`src/rtl/pstripe_pkg.sv`:
```
package pstripe_pkg;
  // Strobes from the control path to the datapath.
  typedef struct packed {
    logic wrTake;   // store the host byte into the current write slot
    logic wrFlush;  // write stripe handed over, clear buffer to zero
    logic rdTake;   // capture a read stripe (rebuilt if degraded)
  } stripe_strobe_t;
endpackage

```
`src/rtl/pstripe_lane_xor.sv`:
```
module pstripe_lane_xor #(
  parameter int NUM_CH = 4,
  parameter int BYTE_W = 8
) (
  input  logic [NUM_CH*BYTE_W-1:0] lanes,
  output logic [BYTE_W-1:0]        folded
);
  always_comb begin
    folded = '0;
    for (int i = 0; i < NUM_CH; i++) begin
      folded = folded ^ lanes[i*BYTE_W +: BYTE_W];
    end
  end
endmodule

```
`src/rtl/pstripe_ctrl.sv`:
```
module pstripe_ctrl
  import pstripe_pkg::*;
#(
  parameter int NUM_CH = 4,
  localparam int IDX_W = (NUM_CH > 1) ? $clog2(NUM_CH) : 1
) (
  input  logic             clk,
  input  logic             rst_n,
  input  logic             hostWrValid,
  input  logic             hostWrLast,
  output logic             hostWrReady,
  input  logic             chWrReadyAll,
  output logic             chWrValid,
  input  logic             chRdValid,
  output logic             chRdReady,
  input  logic             hostRdReady,
  output logic             hostRdValid,
  output stripe_strobe_t   strobe,
  output logic [IDX_W-1:0] wrSlot,
  output logic [IDX_W-1:0] rdSlot
);
  localparam logic [IDX_W-1:0] LAST_SLOT = IDX_W'(NUM_CH - 1);

  logic             wrFull, rdFull;
  logic [IDX_W-1:0] wrCnt, rdCnt;
  logic             wrOut, wrIn, rdPop, rdPopLast, rdIn;

  // write side: collect bytes, hand over a stripe when all channels ready
  assign chWrValid   = wrFull;
  assign wrOut       = wrFull && chWrReadyAll;
  assign hostWrReady = !wrFull || wrOut;
  assign wrIn        = hostWrValid && hostWrReady;

  always_ff @(posedge clk) begin
    if (!rst_n) begin
      wrFull <= 1'b0;
      wrCnt  <= '0;
    end else begin
      if (wrOut) wrFull <= 1'b0;
      if (wrIn) begin
        if (hostWrLast || wrCnt == LAST_SLOT) begin
          wrFull <= 1'b1;
          wrCnt  <= '0;
        end else begin
          wrCnt <= wrCnt + 1'b1;
        end
      end
    end
  end

  // read side: load a stripe, then serialize lanes in order
  assign hostRdValid = rdFull;
  assign rdPop       = rdFull && hostRdReady;
  assign rdPopLast   = rdPop && (rdCnt == LAST_SLOT);
  assign chRdReady   = !rdFull || rdPopLast;
  assign rdIn        = chRdValid && chRdReady;

  always_ff @(posedge clk) begin
    if (!rst_n) begin
      rdFull <= 1'b0;
      rdCnt  <= '0;
    end else begin
      if (rdPopLast) begin
        rdFull <= 1'b0;
        rdCnt  <= '0;
      end else if (rdPop) begin
        rdCnt <= rdCnt + 1'b1;
      end
      if (rdIn) begin
        rdFull <= 1'b1;
        rdCnt  <= '0;
      end
    end
  end

  assign strobe.wrTake  = wrIn;
  assign strobe.wrFlush = wrOut;
  assign strobe.rdTake  = rdIn;
  assign wrSlot = wrCnt;
  assign rdSlot = rdCnt;
endmodule

```
`src/rtl/pstripe_dp.sv`:
```
module pstripe_dp
  import pstripe_pkg::*;
#(
  parameter int NUM_CH = 4,
  parameter int BYTE_W = 8,
  localparam int IDX_W   = (NUM_CH > 1) ? $clog2(NUM_CH) : 1,
  localparam int LANES_W = NUM_CH * BYTE_W
) (
  input  logic               clk,
  input  logic               rst_n,
  input  stripe_strobe_t     strobe,
  input  logic [IDX_W-1:0]   wrSlot,
  input  logic [IDX_W-1:0]   rdSlot,
  input  logic [BYTE_W-1:0]  hostWrData,
  output logic [LANES_W-1:0] chWrData,
  output logic [BYTE_W-1:0]  chWrPar,
  input  logic [LANES_W-1:0] chRdData,
  input  logic [BYTE_W-1:0]  chRdPar,
  input  logic               degEn,
  input  logic [IDX_W-1:0]   failedCh,
  output logic [BYTE_W-1:0]  hostRdData,
  output logic               parityErr
);
  logic [LANES_W-1:0] wrBuf, wrNext, rdBuf, rdFixed;
  logic [BYTE_W-1:0]  rdFold, fixByte;
  logic               degNow;

  // write buffer: flush to zero gives padding for a short stripe
  always_comb begin
    wrNext = strobe.wrFlush ? '0 : wrBuf;
    if (strobe.wrTake) wrNext[int'(wrSlot)*BYTE_W +: BYTE_W] = hostWrData;
  end

  always_ff @(posedge clk) begin
    if (!rst_n) wrBuf <= '0;
    else        wrBuf <= wrNext;
  end

  pstripe_lane_xor #(.NUM_CH(NUM_CH), .BYTE_W(BYTE_W)) u_wrFold (
    .lanes(wrBuf), .folded(chWrPar)
  );
  assign chWrData = wrBuf;

  // read path: fold incoming lanes once, used for both check and rebuild
  pstripe_lane_xor #(.NUM_CH(NUM_CH), .BYTE_W(BYTE_W)) u_rdFold (
    .lanes(chRdData), .folded(rdFold)
  );

  assign degNow  = degEn && (int'(failedCh) < NUM_CH);
  assign fixByte = chRdPar ^ rdFold ^ chRdData[int'(failedCh)*BYTE_W +: BYTE_W];

  for (genvar i = 0; i < NUM_CH; i++) begin : g_lane
    assign rdFixed[i*BYTE_W +: BYTE_W] =
      (degNow && failedCh == IDX_W'(i)) ? fixByte : chRdData[i*BYTE_W +: BYTE_W];
  end

  always_ff @(posedge clk) begin
    if (!rst_n) begin
      rdBuf     <= '0;
      parityErr <= 1'b0;
    end else if (strobe.rdTake) begin
      rdBuf <= rdFixed;
      if (!degNow && rdFold != chRdPar) parityErr <= 1'b1;
    end
  end

  assign hostRdData = rdBuf[int'(rdSlot)*BYTE_W +: BYTE_W];
endmodule

```
`src/rtl/parity_stripe_unit.sv`:
```
module parity_stripe_unit
  import pstripe_pkg::*;
#(
  parameter int NUM_CH = 4,
  parameter int BYTE_W = 8,
  localparam int IDX_W   = (NUM_CH > 1) ? $clog2(NUM_CH) : 1,
  localparam int LANES_W = NUM_CH * BYTE_W
) (
  input  logic               clk,
  input  logic               rst_n,
  input  logic               hostWrValid,
  output logic               hostWrReady,
  input  logic [BYTE_W-1:0]  hostWrData,
  input  logic               hostWrLast,
  output logic               chWrValid,
  input  logic [NUM_CH:0]    chWrReady,
  output logic [LANES_W-1:0] chWrData,
  output logic [BYTE_W-1:0]  chWrPar,
  input  logic               chRdValid,
  output logic               chRdReady,
  input  logic [LANES_W-1:0] chRdData,
  input  logic [BYTE_W-1:0]  chRdPar,
  input  logic               degEn,
  input  logic [IDX_W-1:0]   failedCh,
  output logic               hostRdValid,
  input  logic               hostRdReady,
  output logic [BYTE_W-1:0]  hostRdData,
  output logic               parityErr
);
  stripe_strobe_t   strobe;
  logic [IDX_W-1:0] wrSlot, rdSlot;

  pstripe_ctrl #(.NUM_CH(NUM_CH)) u_ctrl (
    .clk(clk), .rst_n(rst_n),
    .hostWrValid(hostWrValid), .hostWrLast(hostWrLast), .hostWrReady(hostWrReady),
    .chWrReadyAll(&chWrReady), .chWrValid(chWrValid),
    .chRdValid(chRdValid), .chRdReady(chRdReady),
    .hostRdReady(hostRdReady), .hostRdValid(hostRdValid),
    .strobe(strobe), .wrSlot(wrSlot), .rdSlot(rdSlot)
  );

  pstripe_dp #(.NUM_CH(NUM_CH), .BYTE_W(BYTE_W)) u_dp (
    .clk(clk), .rst_n(rst_n), .strobe(strobe), .wrSlot(wrSlot), .rdSlot(rdSlot),
    .hostWrData(hostWrData), .chWrData(chWrData), .chWrPar(chWrPar),
    .chRdData(chRdData), .chRdPar(chRdPar), .degEn(degEn), .failedCh(failedCh),
    .hostRdData(hostRdData), .parityErr(parityErr)
  );
endmodule

```
`config.mk`:
```
export PLATFORM = sky130hd
export DESIGN_NAME = parity_stripe_unit
export DESIGN_NICKNAME = d
export VERILOG_FILES = /design/src/rtl/pstripe_pkg.sv /design/src/rtl/pstripe_lane_xor.sv /design/src/rtl/pstripe_ctrl.sv /design/src/rtl/pstripe_dp.sv /design/src/rtl/parity_stripe_unit.sv
export SDC_FILE = /design/constraint.sdc
export NUM_CORES = 1
export LEC_CHECK = 0
export ABC_AREA = 1
export CAP_MARGIN = 40
export CORE_MARGIN = 2
export CORE_UTILIZATION = 30
export DETAILED_ROUTE_END_ITERATION = 10
export MAX_ROUTING_LAYER = met4
export PLACE_DENSITY = 0.54
export SYNTH_ARGS = -nofsm -noshare
export SYNTH_HDL_FRONTEND = slang
export SYNTH_HIERARCHICAL = 1
export SYNTH_SLANG_ARGS = --single-unit
export TNS_END_PERCENT = 5
```
`constraint.sdc`:
```
create_clock -name clk -period 1.84 [get_ports clk]
set_clock_uncertainty 0.05 [all_clocks]
set_input_delay 0.276 -clock clk [delete_from_list [all_inputs] [get_ports clk]]
set_output_delay 0.276 -clock clk [all_outputs]
set_load 0.02 [all_outputs]
```
==> results of run 1 <==
==> per-layer routing <==
layer | track usage | vias up
met5 | - | -
met4 | 0.0370 | 0
met3 | 0.0340 | 7
met2 | 0.290 | 120
met1 | 0.231 | 2497
li1 | - | 3045
==> cells in the final DEF, fill, tap and decap left out, types with 27 or more instances in the layout <==
| master | count |
|---|---|
| sky130_fd_sc_hd__dfxtp_1 | 64 |
| sky130_fd_sc_hd__nand2_1 | 299 |
| sky130_fd_sc_hd__o21ai_0 | 45 |
| sky130_fd_sc_hd__nand2_2 | 27 |
| sky130_fd_sc_hd__inv_1 | 114 |
| sky130_fd_sc_hd__a21oi_2 | 32 |
| sky130_fd_sc_hd__nand3_1 | 36 |
| sky130_fd_sc_hd__a21oi_1 | 73 |
| sky130_fd_sc_hd__buf_4 | 88 |
| sky130_fd_sc_hd__clkdlybuf4s50_1 | 96 |
| sky130_fd_sc_hd__nor2_1 | 45 |
==> where the power goes <==
group          internal [mW]  switching (mW)
clock network           1.07           0.742
logic                  0.574           0.691
registers               1.61          0.0481
total                   3.26            1.48
==> timing repair <==
action | in CTS | in global routing
pin swaps | 0 | 3
setup buffers | 0 | 0
endpoints found under the setup margin | 18 | 48
gates resized for setup | 43 | 19
hold buffers | 0 | 0
==> worst max path at each step <==
stage                                             start                            to
final                     u_ctrl/rdSlot[0]$_SDFFE_PP0P_                 hostRdData[3]
after CTS                 u_ctrl/rdSlot[0]$_SDFFE_PP0P_                 hostRdData[2]
after global placement                     chWrReady[2]  u_dp/chWrData[18]$_SDFF_PN0_
after detailed placement                   chWrReady[3]  u_dp/chWrData[18]$_SDFF_PN0_
after floorplan           u_ctrl/wrSlot[0]$_SDFFE_PN0P_  u_dp/chWrData[16]$_SDFF_PN0_
after global routing      u_ctrl/rdSlot[0]$_SDFFE_PP0P_                 hostRdData[1]
==> through the flow <==
| step | setup TNS (ns) | std cells |
|---|---|---|
| final | 0 | 1265 |
| after global routing | -0.132 | 1265 |
| after CTS | -0.0828 | 1265 |
| after detailed placement | -6.82 | 1249 |
| after global placement | -6.69 | 1249 |
| after floorplan | 0 | 844 |
==> worst reg2reg max path: stages (launching register included) <==
cell and delay [ns]:
sky130_fd_sc_hd__dfxtp_2 0.38, sky130_fd_sc_hd__buf_4 0.13, sky130_fd_sc_hd__ha_1 0.14, sky130_fd_sc_hd__nand3_1 0.13, sky130_fd_sc_hd__a21oi_2 0.20, sky130_fd_sc_hd__inv_1 0.09
sky130_fd_sc_hd__buf_12 0.18, sky130_fd_sc_hd__a21oi_1 0.18, sky130_fd_sc_hd__a21oi_2 0.07
==> area by class of cell <==
cell class	count	share of cell area
Clock inverter	7	0.0106
Clock buffer	9	0.0299
Sequential cell	71	0.190
Timing Repair Buffer	211	0.255
Tap cell	220	0.0365
Inverter	119	0.0628
Multi-Input combinational cell	628	0.416
==> state kept, by name (all words and copies together) (netlist names) <==
signal              count
u_dp/chWrData          32
u_ctrl/rdSlot           2
u_ctrl/wrSlot           2
u_dp/parityErr          1
u_ctrl/hostRdValid      1
u_dp/rdBuf             32
u_ctrl/chWrValid        1
==> logic make-up (layout without fill, tap and decap cells) <==
kind of cell,after synthesis,after routing
simple gates,442,442
compound gates,162,162
buf+inv,145,346
flops,71,71
xor+xnor,17,17
fa+ha+maj,7,7
==> run summary, run 1 <==
The area occupied by registers came out at approximately 1400 sq um. Of the synthesized area, sequential elements account for 0.275. The die height is 135 microns. The number of max-cap violations came out at 0. The post-synthesis xor/xnor area fraction came out at 0.0288.

The detailed-route DRC error count is 0. The length of routed met2 wiring is between 7 and 8 mm. The startpoint identified for the worst register-to-register timing path is u_ctrl/rdSlot[0]$_SDFFE_PP0P_. The biggest area contributor in the post-synthesis netlist is sky130_fd_sc_hd__dfxtp_1.

The starting utilization of the core area is 0.309. The H-tree was split into 3 levels. The clock latency at the later pin of the worst-skew pair came out at 0.33 ns. The count of final max-slew check failures came out at 0. Setup repair after global routing could not meet its margin everywhere. Hold timing on the final database bottoms out at a slack of about 0.4 ns.

The count of buffers inserted at the top-level ports is approximately 110. Pin placement for this block handled around 120 I/O pins. For hold timing, the worst endpoint is u_dp/parityErr$_SDFFE_PN0P_. The headroom to the max-slew limit is 0.794. The maximum number of buffers from clock root to sink is 2.

TritonCTS built the clock tree. By area, the combinational part of the netlist is dominated by simple AND/OR/NAND/NOR gates. The maximum net fanout on the critical path is 8. The final weighted congestion in routability-driven placement is between 0.8 and 0.9. The post-detailed-placement half-perimeter wirelength is between 10 and 15 mm. The maximum frequency from static timing analysis is 549 MHz. Together, buffers and inverters on the worst path number 3. The fraction of the mapped netlist area in simple logic gates is 0.374.

After synthesis, the most frequently instantiated cells are sky130_fd_sc_hd__nand2_1 (299), sky130_fd_sc_hd__inv_1 (114), sky130_fd_sc_hd__a21oi_1 (76). The detailed-route vias per instance is 4.48. Yosys printed 6 warnings.

The clock-pin slew reported for the worst setup and hold paths after clock tree synthesis came out at roughly 0.06 ns. The minimum clock period is between 1.5 and 2 ns. The highest metal layer used by the detailed router is met4. The largest net degree at the start of global routing came out at 38. The peak ir drop on the vdd network came out at between 0.4 and 0.5 mV. The net total in the final layout came out at roughly 1,100.

Before antenna repair, the detailed router went through 5 iterations. For flop-to-flop paths, the worst setup slack is between 0.15 and 0.2 ns. Measured in cells, the most critical reg-to-reg path has a length of 8.

The period utilization came out at 0.990. For this block, wires on met1 add up to 7.53 mm. The site row count is 47. The average cell area after synthesis is about 6.1 sq um. The wire length on met3 is about 800 microns. The detailed-route via count is about 5,700. The setup path with the least slack is of type reg2out. The leakage power figure is 3.56 nW. The post-detailed-route wirelength per cell came out at between 10 and 15 microns. The initial antenna violation count came out at 0. In this run the remaining antenna-violating nets after routing total 0.

By area the synthesized netlist is led by sky130_fd_sc_hd__dfxtp_1 (28%), sky130_fd_sc_hd__nand2_1 (22%), sky130_fd_sc_hd__inv_1 (8.3%), sky130_fd_sc_hd__a21oi_1 (7.4%), sky130_fd_sc_hd__a21oi_2 (4.9%). Setup violations remaining at the end of the flow were counted as 0. The number of inserted diodes is 0. Along the worst hold path, the cell count comes to 2. The overall die width came out at about 140 microns. The utilization after layout came out at 0.451.

In the synthesized netlist, the number of instances is ~840. The filler cell count in the final layout is roughly 1,800. The number of global-route vias before repair is roughly 5,000. For this block, the initial DRC count from the detailed router was 341. The area share of the largest cell type after synthesis came out at 0.275. The global-route wire length before repair came out at between 20 and 30 mm. Clock tree synthesis selected as its root buffer the cell sky130_fd_sc_hd__clkbuf_16. With fillers left out, the area of the finished cells amounts to 7540 sq um. The global-route usage over all layers came out at 0.178. The proportion of synthesized area in mux cells is 0. The detailed-route wire length came out at between 15 and 20 mm. The synthesis-to-finish area growth came out at 46.0%. Before CTS, the worst setup slack after placement is -0.269 ns. The prevailing post-synth register cell is sky130_fd_sc_hd__dfxtp_1.

Of the total synthesized cell area, the portion taken by full adders, half adders and majority gates is 0.0170. The number of nets in the synthesized netlist came out at 913. The footprint of the multi-input gates is ~3100 sq um. The placed instances occupy a cell area of around 7200 sq um.

Global routing finished with a remaining overflow of 0. The floorplan step defined a core boundary enclosing about 17,000 sq um. The post-route worst setup slack is around 0.019 ns. The worst endpoint required time came out at approximately 1.5 ns. Of the cells placed in the final design, the portion with a size suffix greater than 1 is 0.217. The total clock buffers created by CTS is 9. In this run the most critical hold path is launched from u_dp/parityErr$_SDFFE_PN0P_. The data arrival time of the critical path came out at about 1.5 ns. The endpoint identified for the worst register-to-register timing path is u_dp/rdBuf[10]$_SDFFE_PN0P_. Walking the worst path, the cells encountered are inv_1, buf_4, o21ai_0, o22ai_1, clkdlybuf4s15_2. The number of hold violations in the final report is 0. The async set-or-reset flop fraction in the synthesized netlist came out at 0.

The overall power came out at ~4.7 mW. The number of flops mapped to enable cells by yosys came out at 0. The cell depth of the worst setup path is 5. The worst setup path is captured at a primary output.

The largest incremental delay on the critical path is between 0.3 and 0.4 ns. The areal power density over the cells came out at ~630 nW/um^2. The cell family contributing the most delay on the critical path is buffers and inverters. The share of the synthesized area in compound gates (AO/OA/AOI/OAI) is 0.181.

The number of sinks handled by clock tree synthesis came out at a little over 70. The flow ran to the end, and the final reports show no timing, DRC or antenna violations. STA classifies the critical path startpoint as a register. The most common cell in the synthesized netlist is sky130_fd_sc_hd__nand2_1.

The number of distinct library cells after synthesis came out at 29. The floorplan step defined a die boundary enclosing 18,300 sq um. The standard cell with the maximum stage delay on the critical path is sky130_fd_sc_hd__dfxtp_2.

For the pin with the worst max-slew slack, the measured transition is between 0.3 and 0.4 ns. The min-delay analysis places its worst path in the category reg2reg. The number of synthesized register bits is 71. The cell area after technology mapping came out at ~5200 sq um.
Power figures use the tool's default switching activity.
==> run 2, diff against run 1 <==
--- a/config.mk
+++ b/config.mk
@@ -7,11 +7,13 @@
 export LEC_CHECK = 0
 export ABC_AREA = 1
 export CAP_MARGIN = 40
+export CELL_PAD_IN_SITES_DETAIL_PLACEMENT = 1
+export CELL_PAD_IN_SITES_GLOBAL_PLACEMENT = 1
 export CORE_MARGIN = 2
 export CORE_UTILIZATION = 30
 export DETAILED_ROUTE_END_ITERATION = 10
 export MAX_ROUTING_LAYER = met4
-export PLACE_DENSITY = 0.54
+export PLACE_DENSITY = 0.74
 export SYNTH_ARGS = -nofsm -noshare
 export SYNTH_HDL_FRONTEND = slang
 export SYNTH_HIERARCHICAL = 1
==> run 2 against run 1 <==
Effect of this change: worst setup slack got worse by 0.014 ns; combinational power barely moved; first-iteration DRC count shrank 16%; cell area down 0.20%; global-route usage up 2.4 points; largest power group unchanged; sequential share of layout area up 0.088 points; final cell count did not move.
==> run summary, run 2 (synthesis results as in run 1) <==
The detailed-route DRC error count is 0 (unchanged). The number of sinks handled by clock tree synthesis was 71 (unchanged). The maximum frequency from static timing analysis is 545 MHz (-0.76%). The slowest stage of the critical path belongs to the cell sky130_fd_sc_hd__dfxtp_4.

The number of H-tree levels was 3 (unchanged). Relative to the synthesized area, the layout overhead comes to 45.7%. The number of hold violations in the final report is 0 (unchanged).

Setup repair after global routing could not meet its margin everywhere. The number of inserted diodes came out at 0 (unchanged). The critical register-to-register path endpoint is u_dp/rdBuf[29]$_SDFFE_PN0P_.

The number of DRC markers in iteration 0 is 286 (-16%). The die area is 18,300 sq um (unchanged). The area occupied by registers came out at 1430 sq um (+0.26%). The final weighted congestion in routability-driven placement came out at 0.798 (-2.2%). The overflow left after global routing came out at 0 (unchanged). The net switching share of the total power is 0.312 (-0.000522). The I/O pin total is 115 (unchanged).

The core area came out at 16,700 sq um (unchanged). The slew at the pin with the worst max-slew slack is 0.304 ns (-0.00332 ns). The initial antenna violation count came to 0 (unchanged).

The leakage power figure is 3.57 nW (+0.26%). The largest net degree at the start of global routing came to 37 (-2.6%). The overall die width is 135 microns (unchanged). In this run the worst setup path terminates at hostRdData[1]. The tree is rooted in a sky130_fd_sc_hd__clkbuf_16. The quantity of hold-fixing buffers added after cts was 0 (unchanged).

The critical path in this run is classified as reg2out. The maximum number of buffers from clock root to sink came out at 2 (unchanged). The clock latency at the later pin of the worst-skew pair is 0.34 ns (about the same).

The clock-pin slew reported for the worst setup and hold paths after clock tree synthesis came out at 0.06 ns (about the same). The global-route usage over all layers came out at 0.202 (+0.0239). Tracing the worst setup path back leads to its startpoint at u_ctrl/rdSlot[0]$_SDFFE_PP0P_. Leaving out fill and tap cells, the most frequent cell in the layout is sky130_fd_sc_hd__nand2_1.

The headroom to the max-slew limit is 0.795 (about the same). The data arrival time of the critical path is 1.51 ns (about the same). The cell count of the worst hold path came out at 2 (unchanged). The sequential cell fraction of total power came out at 0.354 (+0.003). The count of final max-slew check failures is 0 (unchanged). The maximum net fanout on the critical path came out at 8 (unchanged). The flop-to-flop setup slack came out at 0.09 ns (-0.09 ns). The footprint of the multi-input gates came out at 3140 sq um (+0.40%). The total clock buffers created by CTS came out at 9 (unchanged). The worst setup path is launched from a register.

The post-detailed-placement cell area is 7200 sq um (-0.38%). The net total in the final layout was 1,109 (unchanged). The post-CTS setup-driven buffer insertion count is 0 (unchanged). The clock power share is 0.373 (-0.009).

The period utilization is 0.997 (+0.00761). The final antenna-violating net count came out at 0 (unchanged). The detailed-route vias per instance is 4.75 (+6.0%). The peak ir drop on the vdd network is 0.519 mV (+16%). The signal on the critical path passes through inv_1, buf_4, nor2_1, o22ai_1, clkdlybuf4s15_2. The cell internal power dissipation came out at 3.24 mW (-0.48%). The total net switching power is 1.47 mW (-0.72%). The worst endpoint required time came out at 1.51 ns (about the same). The final cell area excluding filler cells is 7520 sq um (-0.20%). The number of cells traversed by the worst register-to-register path is 8 (unchanged).

The filler cell count in the final layout is 2,237 (+27%). The detailed-route via count is 6,007 (+6.0%). The areal power density over the cells was 626 nW/um^2 (-0.36%). The starting utilization of the core area is 0.309 (unchanged). The global-route wire length before repair is 28.8 mm (+14%).

The largest incremental delay on the critical path is 0.37 ns (about the same). The number of max-cap violations came to 0 (unchanged). TritonCTS built the clock tree. The post-detailed-route wirelength per cell came to 13.9 microns (+14%).

The post-route worst setup slack is 0.00463 ns (-0.0140 ns). The top cell types in the final layout, fill and taps aside, are sky130_fd_sc_hd__nand2_1 (299), sky130_fd_sc_hd__inv_1 (113), sky130_fd_sc_hd__clkdlybuf4s50_1 (94). The worst flop-to-flop path startpoint is u_ctrl/rdSlot[0]$_SDFFE_PP0P_. The number of global-route vias before repair came to 5,946 (+16%). The number of iterations in the first detailed-routing pass was 4 (-1). The count of buffers inserted at the top-level ports is 114 (unchanged). The site row count was 47 (unchanged). The die height is 135 microns (unchanged). The minimum clock period is 1.84 ns (+0.0140 ns).

The final setup violation count is 0 (unchanged). The setup slack at placement came out at -0.256 ns (+0.0125 ns). The share of cells above drive strength 1 came out at 0.223 (+0.00574).

The post-detailed-placement half-perimeter wirelength came out at 13.5 mm (+16%). The detailed-route wire length came to 17.6 mm (+14%). STA classifies the critical path endpoint as a primary output. The flow ran to the end, and the final reports show no timing, DRC or antenna violations.

The worst hold-check path type is reg2reg. The logic gate share of total power came out at 0.273 (+0.006).
## run 2: cell types whose count changed in the layout (fill, tap and decap cells not counted), sizes merged
cell / before / now
clkdlybuf4s50: 96 / 94
clkinvlp: 2 / 4
dlymetal6s2s: 0 / 2
inv: 121 / 119
buf: 104 / 105
clkbuf: 9 / 10
clkdlybuf4s15: 2 / 1
clkinv: 1 / 0
## run 2: power by group through the flow
stage | sequential [mW] | combinational [mW] | clock [mW]
detailed placement | 1.70 | 1.30 | 0
global placement | 1.70 | 1.28 | 0
global route | 1.67 | 1.42 | 1.86
CTS | 1.66 | 1.29 | 1.79
floorplan | 1.70 | 0.675 | 0
finish | 1.67 | 1.29 | 1.76
## run 2: how the worst min path moves through the flow
stage | startpoint | to | slack [ns]
after floorplan | rst_n | u_ctrl/wrSlot[0]$_SDFFE_PN0P_ | 0.35
after global placement | u_dp/parityErr$_SDFFE_PN0P_ | u_dp/parityErr$_SDFFE_PN0P_ | 0.39
after detailed placement | u_dp/parityErr$_SDFFE_PN0P_ | u_dp/parityErr$_SDFFE_PN0P_ | 0.40
after CTS | u_dp/parityErr$_SDFFE_PN0P_ | u_dp/parityErr$_SDFFE_PN0P_ | 0.44
after global routing | u_dp/parityErr$_SDFFE_PN0P_ | u_dp/parityErr$_SDFFE_PN0P_ | 0.46
final | u_dp/parityErr$_SDFFE_PN0P_ | u_dp/parityErr$_SDFFE_PN0P_ | 0.43
## run 2: timing repair
item	CTS	global route
resized for setup	47	20
cloned	0	0
endpoints found under the setup margin	48	59
## run 2: per-stage QoR
step	total power, mW	util	setup TNS (ns)	std cells	hold slack (ns)
finish	4.71	0.450	0	1265	0.427
global route	4.96	0.450	-0.319	1265	0.464
CTS	4.75	0.448	-0.177	1265	0.442
detailed placement	3.00	0.431	-7.40	1249	0.398
global placement	2.97	0.431	-5.76	1249	0.387
floorplan	2.38	-	0	844	0.346
## run 2: cell type report
| cell class | count | area share |
|---|---|---|
| Timing Repair Buffer | 211 | 0.252 |
| Sequential cell | 71 | 0.191 |
| Clock inverter | 6 | 0.00915 |
| Clock buffer | 10 | 0.0304 |
| Tap cell | 220 | 0.0366 |
| Inverter | 119 | 0.0629 |
| Multi-Input combinational cell | 628 | 0.418 |
## run 2: worst max-delay path, delay by kind of cell (launching register included)
family                 cells  cell delay, ns
AO/OA/AOI/OAI              1            0.22
buffers and inverters      3            0.52
flip-flops                 1            0.37
AND/OR/NAND/NOR            1            0.05
## run 2: metal layers
metal  track usage  part of all wire  up-vias
met4        0.0480             0.017        0
met2         0.358              0.50      120
li1              -                 -     3031
met5             -                 0        -
met3        0.0382             0.038       32
met1         0.237              0.44     2824
==> run 3, diff against run 2 <==
--- a/config.mk
+++ b/config.mk
@@ -9,7 +9,7 @@
 export CAP_MARGIN = 40
 export CELL_PAD_IN_SITES_DETAIL_PLACEMENT = 1
 export CELL_PAD_IN_SITES_GLOBAL_PLACEMENT = 1
-export CORE_MARGIN = 2
+export CORE_MARGIN = 1.5
 export CORE_UTILIZATION = 30
 export DETAILED_ROUTE_END_ITERATION = 10
 export MAX_ROUTING_LAYER = met4
==> run 3 against run 2 <==
Effect of this change: the flow now finishes with violations (setup timing); die area fell by 1.5%; largest power group unchanged; first-iteration DRC count fell by 4.2%; largest cell class unchanged; via count rose by 0.32%; flip-flop and latch count did not move; fmax fell by 0.96%; non-clock buffer count rose by 7.
==> run summary, run 3 (synthesis results as in run 1) <==
The data arrival time of the critical path came out at 1.53 ns (+0.02 ns). The final reports fail on setup timing. The critical path goes through inv_1, buf_4, nor2_1, o22ai_1, clkdlybuf4s15_2. The post-detailed-placement half-perimeter wirelength is 13.7 mm (+1.6%). The startpoint-to-endpoint class of the critical path is reg2out. The die area came out at 18,000 sq um (-1.5%). The largest incremental delay on the critical path came to 0.35 ns (-0.02 ns). The kind of launch point of the worst setup path is a register. The count of non-filler cells in the finished layout is 1,272 (+0.55%). The initial antenna violation count came out at 0 (unchanged). The I/O pin total is 115 (unchanged).

The worst endpoint required time is 1.51 ns (about the same). The areal power density over the cells came out at 618 nW/um^2 (-1.3%). The overflow left after global routing was 0 (unchanged). From synthesis to final layout, the design area changed by 46.4%.

The count of buffers inserted at the top-level ports came out at 114 (unchanged). The number of H-tree levels is 3 (unchanged). The detailed-route wire length is 17.6 mm (-0.15%).

The count of final max-slew check failures came out at 0 (unchanged). Tracing the worst setup path back leads to its startpoint at u_ctrl/rdSlot[0]$_SDFFE_PP0P_. The number of hold violations in the final report is 0 (unchanged). The final setup violation count is 1 (+1). The leakage power figure is 3.61 nW (+1.0%).

In this run the critical register-to-register path is launched from u_ctrl/rdSlot[0]$_SDFFE_PP0P_. The run finished, with violations left. The post-detailed-route wirelength per cell is 13.8 microns (-0.70%). The setup slack at placement is -0.307 ns (-0.0511 ns). The number of cells traversed by the worst register-to-register path came to 8 (unchanged). The period utilization came to 1.01 (+0.00965). The final weighted congestion in routability-driven placement came to 0.843 (+5.6%).

The top cell types in the final layout, fill and taps aside, are sky130_fd_sc_hd__nand2_1 (299), sky130_fd_sc_hd__inv_1 (114), sky130_fd_sc_hd__buf_4 (96). The overall die width was 134 microns (-0.74%). The site row count came out at 47 (unchanged). The number of sinks handled by clock tree synthesis came out at 71 (unchanged). The number of DRC markers in iteration 0 is 274 (-4.2%).

Setup repair after global routing could not meet its margin everywhere. The cell depth of the worst setup path is 5 (unchanged). The detailed-route DRC error count is 0 (unchanged).

The worst setup path is captured at a primary output. The largest net degree at the start of global routing is 34 (-8.1%). The total clock buffers created by CTS is 9 (unchanged). The post-route worst setup slack came to -0.0131 ns (-0.0177 ns).

The global-route wire length before repair came out at 28.7 mm (-0.24%). The maximum number of buffers from clock root to sink was 2 (unchanged). Among all stages on the critical path, the largest delay is contributed by sky130_fd_sc_hd__dfxtp_2. The slew at the pin with the worst max-slew slack came out at 0.280 ns (-0.0240 ns). The number of iterations in the first detailed-routing pass is 4 (unchanged). Leaving out fill and tap cells, the most frequent cell in the layout is sky130_fd_sc_hd__nand2_1. The tree is rooted in a sky130_fd_sc_hd__clkbuf_16. The maximum frequency from static timing analysis is 540 MHz (-0.96%). The number of global-route vias before repair was 6,020 (+1.2%). The endpoint of the most critical setup path is hostRdData[0]. The number of max-cap violations was 0 (unchanged).

The count of buffering cells on the critical path with inverters included came out at 3 (unchanged). The core area is 16,700 sq um (unchanged). The flop-to-flop setup slack is 0.08 ns (about the same).

The global-route usage over all layers was 0.202 (-0.000253). The number of inserted diodes is 0 (unchanged). The clock latency at the later pin of the worst-skew pair is 0.34 ns (about the same). The starting utilization of the core area is 0.309 (unchanged).

The clock-pin slew reported for the worst setup and hold paths after clock tree synthesis was 0.06 ns (about the same). The die height came out at 134 microns (-0.74%). The filler cell count in the final layout is 2,228 (-0.40%).

The startpoint identified for the worst hold timing path is u_dp/parityErr$_SDFFE_PN0P_. The headroom to the max-slew limit came out at 0.813 (+0.0175). The maximum net fanout on the critical path is 8 (unchanged).

The detailed-route via count came out at 6,026 (+0.32%). The final antenna-violating net count is 0 (unchanged). The peak ir drop on the vdd network came out at 0.440 mV (-15%).

The worst register-to-register path ends at u_dp/rdBuf[27]$_SDFFE_PN0P_. The net total in the final layout came out at 1,116 (+0.63%). The minimum clock period was 1.85 ns (+0.0177 ns). The post-CTS setup-driven buffer insertion count is 0 (unchanged). The detailed-route vias per instance is 4.74 (-0.24%).

In this run the worst hold path is classified as reg2reg. The kind of cell adding the most delay to the critical path is buffers and inverters. The instance count after placement with tap cells included is 1,256 (+0.56%). The share of cells above drive strength 1 is 0.222 (-0.000533). The CTS tree is done.
## run 3: cell types whose count changed in the layout (fill, tap and decap cells not counted), sizes merged
cell / previous run / this run
buf: 105 / 108
clkbuf: 10 / 12
inv: 119 / 122
clkdlybuf4s15: 1 / 2
clkinvlp: 4 / 1
bufinv: 2 / 1
dlymetal6s2s: 2 / 1
dlygate4sd2: 9 / 10
clkinv: 0 / 2
## run 3: layer usage
layer | wire length (microns) | vias up | track usage | part of all wire
li1 | - | 3055 | - | -
met3 | 573 | 20 | 0.0257 | 0.033
met1 | 8050 | 2818 | 0.241 | 0.46
met4 | 251 | 0 | 0.0550 | 0.014
met5 | 0 | - | - | 0
met2 | 8710 | 133 | 0.357 | 0.50
## run 3: worst reg2reg max path, delay by kind of cell (launching register included)
kind                     cells  cell delay [ns]
flip-flops                   1             0.38
AO/OA/AOI/OAI                3             0.49
buffers and inverters        3             0.45
AND/OR/NAND/NOR              1             0.11
adder cells (fa/ha/maj)      1             0.17
## run 3: layout make-up
class,instances,area (sq um),area share
Clock buffer,9,225,0.0298
Clock inverter,7,62.6,0.00828
Inverter,119,473,0.0626
Multi-Input combinational cell,628,3130,0.414
Sequential cell,71,1430,0.189
Tap cell,220,275,0.0364
Timing Repair Buffer,218,1960,0.260
## run 3: where the power goes
| group | switching (mW) | internal (mW) |
|---|---|---|
| clock | 0.766 | 0.941 |
| combinational | 0.722 | 0.579 |
| sequential | 0.0487 | 1.61 |
| total | 1.54 | 3.14 |
## run 3: how the worst min path moves through the flow
stage	slack, ns	depth (start not counted)	to
final	0.40	2	u_dp/parityErr$_SDFFE_PN0P_
after global routing	0.44	2	u_dp/parityErr$_SDFFE_PN0P_
after CTS	0.40	2	u_dp/parityErr$_SDFFE_PN0P_
after detailed placement	0.39	2	u_dp/parityErr$_SDFFE_PN0P_
after global placement	0.39	2	u_dp/parityErr$_SDFFE_PN0P_
after floorplan	0.35	2	u_ctrl/wrSlot[0]$_SDFFE_PN0P_
## run 3: repair_timing
action	CTS	global route
endpoints found under the setup margin	19	60
gates resized for setup	44	19
endpoints found under the hold margin	0	0
hold buffers	0	0
## run 3: per-stage QoR
| step | setup TNS [ns] | area [sq um] | hold slack [ns] | total power, mW | util |
|---|---|---|---|---|---|
| 2_1_floorplan | 0 | 5160 | 0.346 | 2.38 | - |
| 3_3_place_gp | -5.50 | 7270 | 0.386 | 2.98 | 0.435 |
| 3_5_place_dp | -8.80 | 7270 | 0.395 | 3.01 | 0.435 |
| 4_1_cts | 0 | 7560 | 0.403 | 4.70 | 0.453 |
| 5_1_grt | -0.294 | 7560 | 0.440 | 4.90 | 0.452 |
| 6_report | -0.0131 | 7560 | 0.399 | 4.67 | 0.452 |
